`config.mk`:
```
export PLATFORM = sky130hd
export DESIGN_NAME = local_port_timing
export DESIGN_NICKNAME = d
export VERILOG_FILES = /design/src/rtl/lpt_pkg.sv /design/src/rtl/lpt_boundary_delay.sv /design/src/rtl/lpt_frame_counter.sv /design/src/rtl/lpt_output_stage.sv /design/src/rtl/local_port_timing.sv
export SDC_FILE = /design/constraint.sdc
export NUM_CORES = 1
export LEC_CHECK = 0
export CAP_MARGIN = 20
export CORE_UTILIZATION = 25
export CTS_BUF_LIST = sky130_fd_sc_hd__clkbuf_8 sky130_fd_sc_hd__clkbuf_16
export DETAILED_ROUTE_END_ITERATION = 6
export DONT_BUFFER_PORTS = 1
export PLACE_DENSITY = 0.43
export SYNTH_ARGS = -nofsm -noshare
export SYNTH_HDL_FRONTEND = slang
export SYNTH_HIERARCHICAL = 1
export SYNTH_SLANG_ARGS = --single-unit
```
`constraint.sdc`:
```
create_clock -name clk -period 1.9 [get_ports clk]
set_input_delay 0.285 -clock clk [delete_from_list [all_inputs] [get_ports clk]]
set_output_delay 0.285 -clock clk [all_outputs]
set_load 0.02 [all_outputs]
```
`src/rtl/lpt_pkg.sv`:
```
package lpt_pkg;
  typedef enum logic {RATE_16 = 1'b0, RATE_32 = 1'b1} rate_e;

  // Delay in system clocks: channels * c8 periods per channel + extra c8 periods.
  function automatic int delay_sys(input int chans, input int c8_per_chan,
                                   input int extra_c8, input int sys_per_c8);
    return (chans * c8_per_chan + extra_c8) * sys_per_c8;
  endfunction
endpackage

```
`src/rtl/lpt_boundary_delay.sv`:
```
module lpt_boundary_delay #(
  parameter int DLY_16 = 72,
  parameter int DLY_32 = 56,
  parameter int LEAD   = 4
) (
  input  logic clk,
  input  logic rst,
  input  logic strobe,
  input  logic rate,
  output logic rephase
);
  // Re-phase fires LEAD cycles before the frame position reaches zero;
  // two further cycles are spent in the frame counter and output stage.
  localparam int LD16 = DLY_16 - 2 - LEAD;
  localparam int LD32 = DLY_32 - 2 - LEAD;
  localparam int LMAX = (LD16 > LD32) ? LD16 : LD32;
  localparam int CW   = $clog2(LMAX + 1);

  logic          busy;
  logic [CW-1:0] cnt;

  always_ff @(posedge clk) begin
    if (rst) begin
      busy <= 1'b0;
      cnt  <= '0;
    end else if (strobe) begin
      busy <= 1'b1;
      cnt  <= rate ? CW'(LD32) : CW'(LD16);
    end else if (busy) begin
      if (cnt == '0) busy <= 1'b0;
      else           cnt  <= cnt - 1'b1;
    end
  end

  assign rephase = busy && (cnt == '0) && !strobe;
endmodule

```
`src/rtl/lpt_frame_counter.sv`:
```
module lpt_frame_counter #(
  parameter int FRAME_LEN = 4096,
  parameter int LEAD      = 4,
  localparam int PW       = $clog2(FRAME_LEN)
) (
  input  logic          clk,
  input  logic          rst,
  input  logic          rephase,
  output logic [PW-1:0] pos
);
  always_ff @(posedge clk) begin
    if (rst)                               pos <= '0;
    else if (rephase)                      pos <= PW'(FRAME_LEN - LEAD);
    else if (pos == PW'(FRAME_LEN - 1))    pos <= '0;
    else                                   pos <= pos + 1'b1;
  end
endmodule

```
`src/rtl/lpt_output_stage.sv`:
```
module lpt_output_stage #(
  parameter int FRAME_LEN = 4096,
  localparam int PW       = $clog2(FRAME_LEN)
) (
  input  logic          clk,
  input  logic          rst,
  input  logic [PW-1:0] pos,
  input  logic [2:0]    pol,      // [0]=4 MHz pulse, [1]=8 MHz, [2]=16 MHz
  input  logic          inv_c8,
  output logic          c4_o,
  output logic          c8_o,
  output logic          c16_o,
  output logic [2:0]    fp_o,
  output logic          c8_raw,
  output logic          fp8_act
);
  // Half-widths in system clocks of the 4, 8 and 16 MHz domain pulses.
  localparam int HALF [3] = '{4, 2, 1};

  logic [2:0] act_q;
  logic       c4r, c16r;

  for (genvar i = 0; i < 3; i++) begin : g_pulse
    logic win;
    assign win = (int'(pos) >= FRAME_LEN - HALF[i]) || (int'(pos) < HALF[i]);
    always_ff @(posedge clk) begin
      if (rst) begin
        act_q[i] <= 1'b0;
        fp_o[i]  <= ~pol[i];
      end else begin
        act_q[i] <= win;
        fp_o[i]  <= win ? pol[i] : ~pol[i];
      end
    end
  end

  always_ff @(posedge clk) begin
    if (rst) begin
      c4r <= 1'b0; c8_raw <= 1'b0; c16r <= 1'b0;
      c4_o <= 1'b0; c8_o <= inv_c8; c16_o <= 1'b0;
    end else begin
      c16r   <= pos[0];
      c8_raw <= pos[1];
      c4r    <= pos[2];
      c16_o  <= pos[0];
      c8_o   <= pos[1] ^ inv_c8;
      c4_o   <= pos[2];
    end
  end

  assign fp8_act = act_q[1];

  assert_nest16_R5: assert property (@(posedge clk) disable iff (rst)
    act_q[2] |-> act_q[1]);
  assert_nest8_R4: assert property (@(posedge clk) disable iff (rst)
    act_q[1] |-> act_q[0]);
  assert_align_R3: assert property (@(posedge clk) disable iff (rst)
    ($fell(c8_raw) && act_q[1]) |-> ($fell(c4r) && $fell(c16r)));
endmodule

```
`src/rtl/local_port_timing.sv`:
```
module local_port_timing #(
  parameter int FRAME_LEN   = 4096,
  parameter int SYS_PER_C8  = 4,
  parameter int C8_PER_CH16 = 4,
  parameter int C8_PER_CH32 = 2,
  parameter int DELAY_CH    = 2,
  parameter int EXTRA_C8    = 10
) (
  input  logic clk,
  input  logic rst,
  input  logic bp_fbound,
  input  logic rate_sel,
  input  logic pol_fp4,
  input  logic pol_fp8,
  input  logic pol_fp16,
  input  logic inv_c8,
  output logic lclk4_o,
  output logic lclk8_o,
  output logic lclk16_o,
  output logic lfp4_o,
  output logic lfp8_o,
  output logic lfp16_o
);
  import lpt_pkg::*;

  localparam int PW     = $clog2(FRAME_LEN);
  localparam int LEAD   = 4;
  localparam int DLY_16 = delay_sys(DELAY_CH, C8_PER_CH16, EXTRA_C8, SYS_PER_C8);
  localparam int DLY_32 = delay_sys(DELAY_CH, C8_PER_CH32, EXTRA_C8, SYS_PER_C8);

  logic          rephase;
  logic [PW-1:0] pos;
  logic [2:0]    fp;
  logic          c8_raw, fp8_act;

  lpt_boundary_delay #(.DLY_16(DLY_16), .DLY_32(DLY_32), .LEAD(LEAD)) u_dly (
    .clk(clk), .rst(rst), .strobe(bp_fbound), .rate(rate_sel), .rephase(rephase));

  lpt_frame_counter #(.FRAME_LEN(FRAME_LEN), .LEAD(LEAD)) u_cnt (
    .clk(clk), .rst(rst), .rephase(rephase), .pos(pos));

  lpt_output_stage #(.FRAME_LEN(FRAME_LEN)) u_out (
    .clk(clk), .rst(rst), .pos(pos), .pol({pol_fp16, pol_fp8, pol_fp4}),
    .inv_c8(inv_c8), .c4_o(lclk4_o), .c8_o(lclk8_o), .c16_o(lclk16_o),
    .fp_o(fp), .c8_raw(c8_raw), .fp8_act(fp8_act));

  assign lfp4_o  = fp[0];
  assign lfp8_o  = fp[1];
  assign lfp16_o = fp[2];

  // Checker: cycles since the latest strobe, and the rate latched with it.
  localparam int SW = PW + 1;
  logic [SW-1:0] chk_since;
  logic          chk_valid;
  rate_e         chk_mode;
  logic          bnd;

  always_ff @(posedge clk) begin
    if (rst) begin
      chk_since <= '0;
      chk_valid <= 1'b0;
      chk_mode  <= RATE_16;
    end else if (bp_fbound) begin
      chk_since <= '0;
      chk_valid <= 1'b1;
      chk_mode  <= rate_e'(rate_sel);
    end else if (chk_since != '1) begin
      chk_since <= chk_since + 1'b1;
    end
  end

  assign bnd = fp8_act && !c8_raw;

  assert_delay16_R1: assert property (@(posedge clk) disable iff (rst)
    (chk_valid && chk_mode == RATE_16 && chk_since == SW'(DLY_16)) |-> ($fell(c8_raw) && bnd));
  assert_delay32_R2: assert property (@(posedge clk) disable iff (rst)
    (chk_valid && chk_mode == RATE_32 && chk_since == SW'(DLY_32)) |-> ($fell(c8_raw) && bnd));
endmodule

```
==> results.toml <==
[sta]
setup_tns_ns = 0
drv_slew = 0
finalSetupViolCount = 0
timing.hold.ws_ns = 0.0784
post-route-period-util_pct = 92.8
fin_crit_ns = 1.76
hold_viol = 0
tightestPinTransition_ns = 0.427
skew_ns = 0.00241
rsz0062_at_grt = "false"
maxSlewHeadroom_pct = 71.3
fmax_ghz = 0.567

[routing]
wl_mm = 2.68
drt-initial-drc-count = 82
vias_per_cell = 4.68
num_vias = 964
routedWlPerCell_um = 13.0
drc = 0
firstDrtPassIters = 4
ant_nets = 0

[run]
drv_cap = 0

[clock_network]
cts_tree = "built"
clk_pin_slew_ns = 0.08
insertion_delay_ns = 0.26
htreeDepth = 1
postCtsSetupBuffers = 0
cts_buffer_depth = 2
postCtsHoldBufs = 0
clock-sinks = 26
cts_root_buf = "clkbuf_8"
cts_resized = 0
cts_buffers = 3

[floorplanning]
io_pins = 14
row_count = 26
die_area_sq_um = 5610
die_w_um = 74.9
coreArea_sq_um = 5110
die_h_um = 74.9
start_util_pct = 26.0

[placement]
numPortBuffers = 0
gp_congestion = 0.733
placed_cell_area_sq_um = 1420
hpwlAfterDp_mm = 1.96

[setup_path]
cp.required_ns = 2.11
end_kind = "register"
r2r_setup_slack_ns = 0.14
critical_path.max_fanout = 7
cp.arrival_ns = 1.98
critPathLaunchType = "register"
critical_path_class = "reg2reg"

[pwr]
p_sw_share_pct = 28.2
power.share.combinational_pct = 16.4
power_mw = 1.17
clkPwrFrac_pct = 25.9
switching_power_mw = 0.329
internal-power_mw = 0.839
p_leak_nw = 0.496
cellPowerDensity_nw_per_um2 = 795
seqPwrFrac_pct = 57.7
ir_worst_vdd_mv = 0.372

[run_status]
status = "finished, final reports clean"

[synthesis]
syn_inst = 134
postSynthNetCount = 144
yosysWarnings = 6
postSynthAreaPerCell_sq_um = 9.91
syn-cell-area_sq_um = 1330

[final_layout]
drive_above_1_share_pct = 19.1
final_cell_mix = "dfxtp_1, xnor2_1, a21oi_1"
nNetsFinal = 148
diodes = 0
design_area_sq_um = 1470
syn_to_final_growth_pct = 10.7
fillers = 552
seq_area_sq_um = 520
multi_input_area_sq_um = 774
final_common_cell = "dfxtp_1"

[grt]
grt_pass1_vias = 946
grt-ovfl-total = 0
grtUsageTotal_pct = 10.4
grt_max_degree = 28
grt_first_pass_wirelength_mm = 4.39
antenna_found_initial = 0

[hold_path]
hold_class = "in2reg"
-- final timing paths --
kind / depth (start not counted) / end / startpoint
worst min register to register: 1 / u_cnt/pos[0] / u_cnt/pos[0]
worst max register to register: 5 / u_cnt/pos[11] / u_dly/cnt[2]
worst min-delay path: 1 / u_dly/cnt[0] / bp_fbound
worst max-delay path: 5 / u_cnt/pos[11] / u_dly/cnt[2]
-- registers in the layout, indices dropped and copies added (netlist names) --
signal       cells
u_cnt/pos       12
u_dly/cnt        7
u_out/fp_o       3
u_dly/busy       1
u_out/c16_o      1
u_out/c4_o       1
u_out/c8_o       1
-- critical path, stage by stage (launching register included) --
cell	delay, ns
dfxtp_1	0.36
or4_4	0.58
nor4_2	0.27
inv_1	0.18
a21oi_2	0.18
o31a_1	0.14
-- per-stage QoR --
| stage | std cells | worst slack, ns | utilization (%) |
|---|---|---|---|
| 3_3_place_gp | 203 | 0.171 | 27.9 |
| 5_1_grt | 206 | 0.0143 | 28.8 |
| 2_1_floorplan | 134 | 0.0459 | - |
| 4_1_cts | 206 | 0.0776 | 28.7 |
| 3_5_place_dp | 203 | 0.0926 | 27.9 |
| 6_report | 206 | 0.137 | 28.8 |
-- power groups by stage --
stage	sequential, mW	clock, mW	combinational (mW)
floorplan	0.674	0	0.172
global placement	0.688	0	0.186
detailed placement	0.688	0	0.190
CTS	0.675	0.327	0.193
finish	0.674	0.302	0.192
global route	0.685	0.346	0.212
-- area by class of cell --
cell class | count | share of cell area (%)
multi-input combinational | 97 | 52.7
inverter | 8 | 2.04
timing repair buffer | 2 | 1.02
tap | 70 | 5.96
sequential | 26 | 35.4
clock buffer | 3 | 2.81
-- per-layer routing --
| metal | track usage [%] | vias to the layer above | share of wire (%) | wire length [um] |
|---|---|---|---|---|
| li1 | - | 493 | - | - |
| met1 | 12.0 | 456 | 45 | 1210 |
| met2 | 18.9 | 15 | 51 | 1370 |
| met3 | 3.21 | 0 | 3.8 | 102 |
| met4 | 2.52 | 0 | 0 | 0 |
| met5 | 0 | - | 0 | 0 |
Note: power is estimated with default switching activity, not from simulation.
